$ cat config.mk
export PLATFORM = sky130hd
export DESIGN_NAME = pwm_shadow_bank
export DESIGN_NICKNAME = d
export VERILOG_FILES = /design/src/rtl/pwmsb_pkg.sv /design/src/rtl/pwmsb_apb_regs.sv /design/src/rtl/pwmsb_timebase.sv /design/src/rtl/pwmsb_channel.sv /design/src/rtl/pwm_shadow_bank.sv
export SDC_FILE = /design/constraint.sdc
export NUM_CORES = 1
export LEC_CHECK = 0
export ABC_CLOCK_PERIOD_IN_PS = 2100
export BUFFER_PORTS_ARGS = -buffer_cell sky130_fd_sc_hd__buf_4
export CORE_AREA = 2 2 148 150
export DETAILED_ROUTE_END_ITERATION = 10
export DIE_AREA = 0 0 150 152
export PLACE_DENSITY = 0.7
export SKIP_LAST_GASP = 1
export SYNTH_ARGS = -nofsm -noshare
export SYNTH_HDL_FRONTEND = slang
export SYNTH_SLANG_ARGS = --single-unit
$ cat constraint.sdc
create_clock -name pclk -period 2.1 [get_ports pclk]
set_clock_uncertainty 0.15 [all_clocks]
set_input_delay 0.21 -clock pclk [delete_from_list [all_inputs] [get_ports pclk]]
set_output_delay 0.21 -clock pclk [all_outputs]
set_load 0.005 [all_outputs]
$ cat src/rtl/pwmsb_pkg.sv
package pwmsb_pkg;

  // Byte offsets of the control words; channel words follow from CH_BASE.
  localparam int OFF_PRESCALE = 'h00;
  localparam int OFF_PERIOD   = 'h04;
  localparam int OFF_ENABLE   = 'h08;
  localparam int OFF_UPDMASK  = 'h0C;
  localparam int CH_BASE      = 'h10;
  localparam int CH_STRIDE    = 8;

  // Address of a channel's turn-on word (off_word selects the turn-off word).
  function automatic int chan_addr(input int ch, input bit off_word);
    return CH_BASE + CH_STRIDE * ch + (off_word ? 4 : 0);
  endfunction

  // Output level update: a turn-off hit wins over a turn-on hit.
  function automatic logic next_level(input logic cur, input logic hit_on,
                                      input logic hit_off);
    if (hit_off)     return 1'b0;
    else if (hit_on) return 1'b1;
    else             return cur;
  endfunction

endpackage

$ cat src/rtl/pwmsb_apb_regs.sv
module pwmsb_apb_regs
  import pwmsb_pkg::*;
#(
  parameter int          NCH         = 4,
  parameter int          CW          = 8,
  parameter int          AW          = 8,
  parameter logic [NCH-1:0] SHADOW_MASK = '1
) (
  input  logic                    clk,
  input  logic                    rst_n,
  input  logic                    psel,
  input  logic                    penable,
  input  logic                    pwrite,
  input  logic [AW-1:0]           paddr,
  input  logic [31:0]             pwdata,
  input  logic [NCH-1:0][CW-1:0]  rd_on,
  input  logic [NCH-1:0][CW-1:0]  rd_off,
  output logic [31:0]             prdata,
  output logic [CW-1:0]           prescale_q,
  output logic [CW-1:0]           period_q,
  output logic [NCH-1:0]          enable_q,
  output logic [NCH-1:0]          updmask_q,
  output logic [NCH-1:0]          wr_on,
  output logic [NCH-1:0]          wr_off,
  output logic [CW-1:0]           wval
);

  logic wr_en;
  logic wr_prescale, wr_period, wr_enable, wr_updmask;
  logic unused_hi;

  assign wr_en       = psel && penable && pwrite;
  assign wval        = pwdata[CW-1:0];
  assign unused_hi   = ^pwdata[31:CW];
  assign wr_prescale = wr_en && (paddr == AW'(OFF_PRESCALE));
  assign wr_period   = wr_en && (paddr == AW'(OFF_PERIOD));
  assign wr_enable   = wr_en && (paddr == AW'(OFF_ENABLE));
  assign wr_updmask  = wr_en && (paddr == AW'(OFF_UPDMASK));

  for (genvar c = 0; c < NCH; c++) begin : g_strobe
    localparam logic [AW-1:0] ON_ADDR  = AW'(chan_addr(c, 1'b0));
    localparam logic [AW-1:0] OFF_ADDR = AW'(chan_addr(c, 1'b1));
    assign wr_on[c]  = wr_en && (paddr == ON_ADDR);
    assign wr_off[c] = wr_en && (paddr == OFF_ADDR);
  end

  always_ff @(posedge clk or negedge rst_n) begin
    if (!rst_n) begin
      prescale_q <= '0;
      period_q   <= '1;
      enable_q   <= '0;
      updmask_q  <= '0;
    end else begin
      if (wr_prescale) prescale_q <= pwdata[CW-1:0];
      if (wr_period)   period_q   <= pwdata[CW-1:0];
      if (wr_enable)   enable_q   <= pwdata[NCH-1:0];
      // Mask bits exist only for channels built with a shadow copy.
      if (wr_updmask)  updmask_q  <= pwdata[NCH-1:0] & SHADOW_MASK;
    end
  end

  always_comb begin
    prdata = '0;
    if (paddr == AW'(OFF_PRESCALE)) prdata = 32'(prescale_q);
    if (paddr == AW'(OFF_PERIOD))   prdata = 32'(period_q);
    if (paddr == AW'(OFF_ENABLE))   prdata = 32'(enable_q);
    if (paddr == AW'(OFF_UPDMASK))  prdata = 32'(updmask_q);
    for (int c = 0; c < NCH; c++) begin
      if (paddr == AW'(chan_addr(c, 1'b0))) prdata = 32'(rd_on[c]);
      if (paddr == AW'(chan_addr(c, 1'b1))) prdata = 32'(rd_off[c]);
    end
  end


  period_wr_chk: assert property (@(posedge clk) disable iff (!rst_n)
    wr_period |=> period_q == $past(pwdata[CW-1:0]));


  updmask_shadow_only_chk: assert property (@(posedge clk) disable iff (!rst_n)
    wr_updmask |=> (updmask_q & ~SHADOW_MASK) == '0);

endmodule

$ cat src/rtl/pwmsb_timebase.sv
module pwmsb_timebase #(
  parameter int CW = 8
) (
  input  logic          clk,
  input  logic          rst_n,
  input  logic [CW-1:0] prescale_q,
  input  logic [CW-1:0] period_q,
  output logic [CW-1:0] cnt_o,
  output logic          wrap_o
);

  logic [CW-1:0] pre_act, per_act, pre_cnt, cnt;
  logic          tick;

  assign tick   = (pre_cnt == pre_act);
  assign wrap_o = tick && (cnt == per_act);
  assign cnt_o  = cnt;

  always_ff @(posedge clk or negedge rst_n) begin
    if (!rst_n) begin
      pre_act <= '0;
      per_act <= '1;
      pre_cnt <= '0;
      cnt     <= '0;
    end else begin
      pre_cnt <= tick ? '0 : pre_cnt + 1'b1;
      if (tick) cnt <= wrap_o ? '0 : cnt + 1'b1;
      // New limits are taken only at the period boundary.
      if (wrap_o) begin
        pre_act <= prescale_q;
        per_act <= period_q;
      end
    end
  end


  cnt_in_range_chk: assert property (@(posedge clk) disable iff (!rst_n)
    cnt <= per_act);


  wrap_to_zero_chk: assert property (@(posedge clk) disable iff (!rst_n)
    wrap_o |=> cnt == '0);


  hold_between_ticks_chk: assert property (@(posedge clk) disable iff (!rst_n)
    !tick |=> $stable(cnt));


  limits_hold_chk: assert property (@(posedge clk) disable iff (!rst_n)
    !wrap_o |=> $stable(per_act) && $stable(pre_act));

endmodule

$ cat src/rtl/pwmsb_channel.sv
module pwmsb_channel
  import pwmsb_pkg::*;
#(
  parameter int CW       = 8,
  parameter bit SHADOWED = 1'b1
) (
  input  logic          clk,
  input  logic          rst_n,
  input  logic [CW-1:0] cnt_i,
  input  logic          wrap_i,
  input  logic          sync_i,
  input  logic          wr_on_i,
  input  logic          wr_off_i,
  input  logic [CW-1:0] wval_i,
  output logic          level_o,
  output logic [CW-1:0] rd_on_o,
  output logic [CW-1:0] rd_off_o
);

  logic [CW-1:0] act_on, act_off;
  logic          out_q;
  logic          hit_on, hit_off;

  if (SHADOWED) begin : g_shadow
    logic [CW-1:0] pend_on, pend_off;

    always_ff @(posedge clk or negedge rst_n) begin
      if (!rst_n) begin
        pend_on  <= '0;
        pend_off <= '0;
        act_on   <= '0;
        act_off  <= '0;
      end else begin
        if (wr_on_i)  pend_on  <= wval_i;
        if (wr_off_i) pend_off <= wval_i;
        if (wr_on_i && !sync_i)  act_on <= wval_i;
        else if (wrap_i)         act_on <= pend_on;
        if (wr_off_i && !sync_i) act_off <= wval_i;
        else if (wrap_i)         act_off <= pend_off;
      end
    end

    assign rd_on_o  = pend_on;
    assign rd_off_o = pend_off;


    sync_hold_chk: assert property (@(posedge clk) disable iff (!rst_n)
      (!wrap_i && sync_i) |=> $stable(act_on) && $stable(act_off));

  end else begin : g_direct
    logic unused_ctl;
    assign unused_ctl = sync_i ^ wrap_i;

    always_ff @(posedge clk or negedge rst_n) begin
      if (!rst_n) begin
        act_on  <= '0;
        act_off <= '0;
      end else begin
        if (wr_on_i)  act_on  <= wval_i;
        if (wr_off_i) act_off <= wval_i;
      end
    end

    assign rd_on_o  = act_on;
    assign rd_off_o = act_off;


    direct_write_chk: assert property (@(posedge clk) disable iff (!rst_n)
      wr_off_i |=> act_off == $past(wval_i));
  end

  assign hit_on  = (cnt_i == act_on);
  assign hit_off = (cnt_i == act_off);

  always_ff @(posedge clk or negedge rst_n) begin
    if (!rst_n) out_q <= 1'b0;
    else        out_q <= next_level(out_q, hit_on, hit_off);
  end

  assign level_o = out_q;


  rise_at_on_chk: assert property (@(posedge clk) disable iff (!rst_n)
    $rose(out_q) |-> $past(cnt_i) == $past(act_on));


  fall_at_off_chk: assert property (@(posedge clk) disable iff (!rst_n)
    hit_off |=> !out_q);

endmodule

$ cat src/rtl/pwm_shadow_bank.sv
module pwm_shadow_bank #(
  parameter int             NCH         = 4,
  parameter int             CW          = 8,
  parameter int             AW          = 8,
  parameter logic [NCH-1:0] SHADOW_MASK = 4'b0011
) (
  input  logic           pclk,
  input  logic           presetn,
  input  logic           psel,
  input  logic           penable,
  input  logic           pwrite,
  input  logic [AW-1:0]  paddr,
  input  logic [31:0]    pwdata,
  output logic [31:0]    prdata,
  output logic           pready,
  output logic           pslverr,
  output logic [NCH-1:0] pwm_o
);

  logic [CW-1:0]           prescale_q, period_q, cnt, wval;
  logic [NCH-1:0]          enable_q, updmask_q, wr_on, wr_off, level;
  logic [NCH-1:0][CW-1:0]  rd_on, rd_off;
  logic                    wrap;

  assign pready  = 1'b1;
  assign pslverr = 1'b0;

  pwmsb_apb_regs #(.NCH(NCH), .CW(CW), .AW(AW), .SHADOW_MASK(SHADOW_MASK)) regs_i (
    .clk(pclk), .rst_n(presetn), .psel(psel), .penable(penable), .pwrite(pwrite),
    .paddr(paddr), .pwdata(pwdata), .rd_on(rd_on), .rd_off(rd_off),
    .prdata(prdata), .prescale_q(prescale_q), .period_q(period_q),
    .enable_q(enable_q), .updmask_q(updmask_q), .wr_on(wr_on), .wr_off(wr_off),
    .wval(wval)
  );

  pwmsb_timebase #(.CW(CW)) tb_i (
    .clk(pclk), .rst_n(presetn), .prescale_q(prescale_q), .period_q(period_q),
    .cnt_o(cnt), .wrap_o(wrap)
  );

  for (genvar c = 0; c < NCH; c++) begin : g_ch
    pwmsb_channel #(.CW(CW), .SHADOWED(SHADOW_MASK[c])) ch_i (
      .clk(pclk), .rst_n(presetn), .cnt_i(cnt), .wrap_i(wrap),
      .sync_i(updmask_q[c]), .wr_on_i(wr_on[c]), .wr_off_i(wr_off[c]),
      .wval_i(wval), .level_o(level[c]), .rd_on_o(rd_on[c]), .rd_off_o(rd_off[c])
    );
  end

  assign pwm_o = level & enable_q;


  gated_low_chk: assert property (@(posedge pclk) disable iff (!presetn)
    $fell(enable_q[0]) |-> !pwm_o[0]);

endmodule

==> impl_metrics.csv, run 1 <==
group,metric,value,unit
outcome,run_status,"finished, violations left",
outcome,violations,"setup timing",
logic_synthesis,synth_enable_flop_cells,0,
place,dp_hpwl,15500,um
logic_synthesis,async_flop_share,100,%
detailed_routing,via_per_inst,5.60,
logic_synthesis,synth_cells,758,
timing,finalCritPeriodShare,107,%
logic_synthesis,synth.top_cells.by_area,"dfrtp_1 (41%), mux2_2 (14%), xor2_1 (8.9%)",
critical_path,timing.critical_path.buf_inv,1,
finish,post-route-util,48.3,%
finish,layout-drive-gt1-share,35.7,%
critical_path,end_kind,"primary output",
pwr,vdd_drop_max,0.000642,V
detailed_routing,routedWlPerCell,20.5,um
global_routing,track_usage,20.5,%
floorplanning,core,0.0214,mm^2
floorplanning,io_pins,83,
timing,period_needed,2250,ps
floorplanning,die_width,150,um
detailed_routing,drt_iter0_markers,614,
timing,maxSlewViolCount,0,
clock_network,clk_latency,430,ps
detailed_routing,detail_route.first_pass.iterations,5,
critical_path,crit_family,"multiplexers",
critical_path,crit_type,"reg -> out",
global_routing,grt_start_max_net_pins,51,
logic_synthesis,ys_warn_count,0,
global_routing,grt_pass1_vias,6387,
place,routabilityCongestion,0.911,
clock_network,tritoncts,"done",
clock_network,cts_sinks,154,
floorplanning,start_util,39.1,%
run,maxCapViolCount,0,
critical_path,critPathSlowestCell,"mux4_2",
finish,area.growth.synth_to_final,23.7,%
critical_path,start_kind,"flop",
critical_path,path_max_fanout,2,
pwr,p_clk_share,31.1,%
logic_synthesis,synth_top_area_cell,"dfrtp_1",
detailed_routing,antenna_left,0,
logic_synthesis,synth.most_common_cell,"dfrtp_1",
finish,antenna_cells,0,
logic_synthesis,netlist_area,0.00834,mm^2
finish,nFillCells,1927,
finish,finalNonFillerCells,1151,
pwr,powerDensity,1020,mW/mm^2
timing,final.setup.worst_slack,-146,ps
pwr,swShare,32.9,%
critical_path,cpPeakStageDelay,480,ps
pwr,p_switching,3.46,mW
logic_synthesis,synthTopCellsByCount,"dfrtp_1 (138), mux2_2 (106), xor2_1 (85)",
place,place_ws,-203,ps
global_routing,antenna_found_initial,0,
clock_network,clkSlewWorstSetupHoldPaths,60,ps
critical_path,cp.required,1740,ps
floorplanning,die_h,152,um
timing,rsz0062_at_grt,"yes",
global_routing,grt_pass1_wl,35800,um
finish,final_nets,905,
pwr,total_leakage_power,5.40,nW
logic_synthesis,synth_area_per_cell,11.0,um^2
logic_synthesis,synth_cell_type_count,54,
clock_network,h-tree-depth,4,
critical_path,arrival,1890,ps
pwr,combPwrFrac,36.3,%
clock_network,cts_buffers,17,
timing,fmax,445,MHz
logic_synthesis,ys_ff_latch,154,
pwr,internal-power,7.07,mW
clock_network,root_buffer,"clkbuf_16",
pwr,power_frac_seq,32.6,%
timing,setup_viol,5,
worst_hold_path,hp-class,"in -> reg",
logic_synthesis,seq_area_frac_synth,46.4,%
place,port_buffers,32,
detailed_routing,wirelength,23600,um
timing,worst_pin_slew,515,ps
logic_synthesis,synthFlopType,"dfrtp_1",
detailed_routing,num_vias,6449,
clock_network,clk_path_buf_depth,2,
logic_synthesis,yosysTopAreaCellShare,41.4,%
timing,final-hold-violation-count,0,
floorplanning,fp-row-count,54,
global_routing,grt_overflow,0,
detailed_routing,drc,0,
timing,relSlewSlack,65.4,%
critical_path,crit_chain,"mux4_2, mux2i_2, o22ai_1, o311a_1, buf_4",
floorplanning,dieArea,0.0228,mm^2
place,dp_cells,1092,
## state kept, by name (all words and copies together) (netlist names)
signal and cells:
tb_i.pre_act 8, g_ch.ch_i.level_o 4, g_ch.ch_i.rd_off_o 32, tb_i.per_act 8, regs_i.period_q 8, g_ch.ch_i.rd_on_o 32
tb_i.pre_cnt 8, g_ch.ch_i.act_off 16, regs_i.updmask_q 2, regs_i.enable_q 4, tb_i.cnt_o 8, regs_i.prescale_q 8
g_ch.ch_i.act_on 16
## cell type report
cell class	instances	area, um^2	share of cell area, %
clock buffer	18	429	4.16
clock inverter	14	196	1.90
inverter	5	18.8	0.182
multi-input combinational	558	4370	42.3
sequential	154	3870	37.5
tap	280	350	3.40
timing repair buffer	122	1080	10.5
## metrics by stage
stage / area (um^2) / total power, mW / hold WS, ps / TNS (ps)
floorplan: 8440 / 5.41 / -236 / 0
global placement: 9200 / 6.27 / 16.4 / -3280
detailed placement: 9200 / 6.29 / 14.9 / -4170
CTS: 10000 / 9.62 / 2.03 / -525
global route: 10300 / 11.0 / 5.55 / -3870
finish: 10300 / 10.5 / 0.849 / -373
## layout by cell type, fill, tap and decap left out, types with 18 or more instances in the layout
cell type	n
mux2i_1	42
conb_1	26
clkbuf_16	21
buf_4	103
o21ai_0	19
mux2_2	106
xor2_1	85
o21ai_1	35
nor4_1	18
nand2_1	53
nor2_1	28
dfrtp_1	138
## worst register-to-register path: stages, from the launching register on
cell and delay, ps:
dfstp_2 540, xor2_1 60, nor4_1 280, buf_4 180, nand4_1 120, buf_6 210
clkbuf_16 190, mux2i_1 160, o21ai_1 80
## layer usage
layer	part of all wire, %	global-route usage, %
met3	6.3	4.44
met1	43	27.5
met4	4.1	9.21
met2	47	31.7
met5	0	0
## power by group through the flow
stage	combinational (mW)	clock [mW]	sequential (mW)
floorplan	1.98	0	3.43
global placement	2.80	0	3.47
detailed placement	2.81	0	3.48
CTS	2.88	3.31	3.43
global route	4.06	3.45	3.46
finish	3.83	3.27	3.43
## timing repair
| item | in CTS | in global routing |
|---|---|---|
| hold endpoints to repair | 144 | 0 |
| gates cloned | 1 | 7 |
| hold buffers | 7 | 0 |
| pin swaps | 7 | 9 |
| endpoints found under the setup margin | 56 | 62 |
| buffers inserted | 5 | 7 |
| resized for setup | 17 | 64 |
## logic make-up after synthesis
| kind of cell | share of synthesized area, % |
|---|---|
| flops | 46.4 |
| mux | 20.5 |
| compound gates | 8.82 |
| other cells | 0.0900 |
| simple gates | 10.3 |
| buf+inv | 4.47 |
| fa+ha+maj | 0.300 |
| xor+xnor | 9.03 |
## path summary, 6_finish.rpt
| path | start | end | slack (ps) | depth (start not counted) |
|---|---|---|---|---|
| setup / recovery | g_ch[0].ch_i.rd_off_o[2]$_DFFE_PN0P_ | prdata[2] | -150 | 5 |
| hold / removal | pwdata[5] | g_ch[0].ch_i.act_on[5]$_DFFE_PN0P_ | 0.8 | 3 |
| setup reg to reg | tb_i.per_act[2]$_DFFE_PN1P_ | g_ch[1].ch_i.act_on[0]$_DFFE_PN0P_ | 0 | 8 |
| hold reg to reg | tb_i.per_act[2]$_DFFE_PN1P_ | tb_i.per_act[2]$_DFFE_PN1P_ | 340 | 2 |
| max in group asynchronous | presetn | tb_i.per_act[0]$_DFFE_PN1P_ | 920 | 3 |
| min in group asynchronous | presetn | g_ch[0].ch_i.act_on[3]$_DFFE_PN0P_ | 120 | 2 |
No activity file was read; power rests on OpenSTA's default activity.
==> run 2: changes to the inputs <==
--- a/config.mk
+++ b/config.mk
@@ -7,10 +7,10 @@
 export LEC_CHECK = 0
 export ABC_CLOCK_PERIOD_IN_PS = 2100
 export BUFFER_PORTS_ARGS = -buffer_cell sky130_fd_sc_hd__buf_4
-export CORE_AREA = 2 2 148 150
+export CORE_AREA = 2 2 128 130
 export DETAILED_ROUTE_END_ITERATION = 10
-export DIE_AREA = 0 0 150 152
-export PLACE_DENSITY = 0.7
+export DIE_AREA = 0 0 130 132
+export PLACE_DENSITY = 0.87
 export SKIP_LAST_GASP = 1
 export SYNTH_ARGS = -nofsm -noshare
 export SYNTH_HDL_FRONTEND = slang
==> run 2 against run 1 <==
  * The run still ends with setup timing left
  * Cell count fell by 4.9%
  * Die area fell by 25%
  * Combinational power rose by 19%
  * Via count rose by 9.6%
  * Register-to-register slack got worse by 200 ps
  * Critical path depth rose by 2
==> impl_metrics.csv, run 2 (same netlist as run 1, synthesis figures left out) <==
group,metric,value,unit
critical_path,crit_chain,"xor2_1, nor4_4, nand4_1, buf_6, clkbuf_16, mux2i_1, o21ai_1",
worst_hold_path,hp-class,"in -> reg",
timing,final.setup.worst_slack,-203,ps
finish,layout_common_cells,"dfrtp_1 (137), mux2_2 (106), buf_4 (102)",
critical_path,crit_family,"simple AND/OR/NAND/NOR gates",
place,dp_hpwl,15300,um
critical_path,cpPeakStageDelay,450,ps
floorplanning,fp-row-count,46,
place,place_ws,-269,ps
global_routing,grt_pass1_vias,7200,
clock_network,cts_buffers,17,
pwr,power,11.3,mW
timing,period_needed,2300,ps
detailed_routing,num_vias,7066,
pwr,combPwrFrac,40.1,%
clock_network,h-tree-depth,4,
pwr,internal-power,7.36,mW
pwr,powerDensity,1080,mW/mm^2
timing,fmax,434,MHz
critical_path,cp.required,2260,ps
outcome,violations,"setup timing",
global_routing,grt_pass1_wl,39900,um
detailed_routing,drc,0,
floorplanning,dieArea,0.0172,mm^2
place,dp_cells,1031,
finish,antenna_cells,0,
global_routing,grt_start_max_net_pins,46,
timing,setup_viol,57,
global_routing,antenna_found_initial,0,
finish,layout-drive-gt1-share,39.4,%
global_routing,track_usage,31.2,%
pwr,power_frac_seq,30.6,%
place,port_buffers,32,
floorplanning,die_width,130,um
place,routabilityCongestion,0.932,
pwr,vdd_drop_max,0.000554,V
detailed_routing,drt_iter0_markers,751,
run,maxCapViolCount,0,
timing,final-hold-violation-count,0,
detailed_routing,wirelength,27400,um
clock_network,clk_path_buf_depth,2,
timing,finalCritPeriodShare,110,%
detailed_routing,routedWlPerCell,25.0,um
finish,area.growth.synth_to_final,26.1,%
critical_path,end_kind,"flop",
outcome,run_status,"finished, violations left",
finish,final_nets,913,
finish,layout_commonest_cell,"dfrtp_1",
floorplanning,io_pins,83,
timing,maxSlewViolCount,0,
clock_network,root_buffer,"clkbuf_16",
critical_path,arrival,2460,ps
timing,rsz0062_at_grt,"yes",
detailed_routing,via_per_inst,6.45,
pwr,p_switching,3.97,mW
floorplanning,core,0.0157,mm^2
timing,worst_pin_slew,565,ps
timing,final.setup.tns,-7250,ps
global_routing,grt_overflow,0,
pwr,swShare,35.0,%
clock_network,tritoncts,"done",
critical_path,critPathSlowestCell,"dfrtp_1",
critical_path,timing.critical_path.buf_inv,2,
pwr,total_leakage_power,5.47,nW
critical_path,path_max_fanout,6,
clock_network,cts_sinks,154,
floorplanning,start_util,53.1,%
clock_network,clk_latency,440,ps
critical_path,crit_type,"reg -> reg",
finish,finalNonFillerCells,1095,
critical_path,start_kind,"flop",
detailed_routing,antenna_left,0,
pwr,p_clk_share,29.3,%
floorplanning,die_h,132,um
clock_network,clkSlewWorstSetupHoldPaths,70,ps
timing,relSlewSlack,62.0,%
detailed_routing,detail_route.first_pass.iterations,9,
## run 2: repair_timing
item,in CTS,in global routing
hold buffers,6,0
resized for setup,44,78
buffers inserted,13,7
setup endpoints to repair,62,63
pin swaps,20,28
gates cloned,3,4
hold endpoints to repair,152,0
## run 2: per-layer routing
metal	wire length (um)	GRT usage (%)
met1	9680	39.0
met2	12900	49.8
met3	3050	7.47
met4	1770	17.0
met5	0	0
## run 2: power by group through the flow
| stage | clock (mW) | combinational, mW | sequential (mW) |
|---|---|---|---|
| after floorplan | 0 | 1.98 | 3.43 |
| after global placement | 0 | 2.76 | 3.47 |
| after detailed placement | 0 | 2.85 | 3.48 |
| after CTS | 3.27 | 3.66 | 3.43 |
| after global routing | 3.45 | 4.69 | 3.47 |
| final | 3.32 | 4.55 | 3.46 |
## run 2: layout make-up
type | instances | area (um^2)
Tap cell | 216 | 270
Clock inverter | 15 | 199
Inverter | 5 | 18.8
Sequential cell | 154 | 3870
Clock buffer | 17 | 425
Timing Repair Buffer | 131 | 1210
Multi-Input combinational cell | 557 | 4520
Fill cell | 1004 | 5190
## run 2: through the flow
| step | utilization (%) | hold WS [ps] | area [um^2] |
|---|---|---|---|
| after floorplan | - | -236 | 8440 |
| after global placement | 58.3 | 20.3 | 9160 |
| after detailed placement | 58.3 | 27.6 | 9160 |
| after CTS | 64.9 | 2.83 | 10200 |
| after global routing | 67.0 | 3.32 | 10500 |
| final | 67.0 | 2.78 | 10500 |
## run 2: final timing paths
kind                                                  start                                   to  slack, ps  cells past startpoint
worst min-delay path                              pwdata[1]  g_ch[1].ch_i.act_off[1]$_DFFE_PN0P_          3                      3
worst min register to register  tb_i.per_act[2]$_DFFE_PN1P_          tb_i.per_act[2]$_DFFE_PN1P_        360                      2
min in group asynchronous                           presetn   g_ch[0].ch_i.act_on[1]$_DFFE_PN0P_        130                      2
worst max-delay path              tb_i.pre_cnt[5]$_DFF_PN0_   g_ch[1].ch_i.act_on[5]$_DFFE_PN0P_       -200                      7
worst max register to register    tb_i.pre_cnt[5]$_DFF_PN0_   g_ch[1].ch_i.act_on[5]$_DFFE_PN0P_       -200                      7
max in group asynchronous                           presetn          tb_i.per_act[7]$_DFFE_PN1P_        960                      3
## run 2: worst reg2reg max path, cell delays in order (launching register included)
cell,delay (ps)
dfrtp_1,450
xor2_1,220
nor4_4,390
nand4_1,270
buf_6,240
clkbuf_16,190
mux2i_1,170
o21ai_1,90
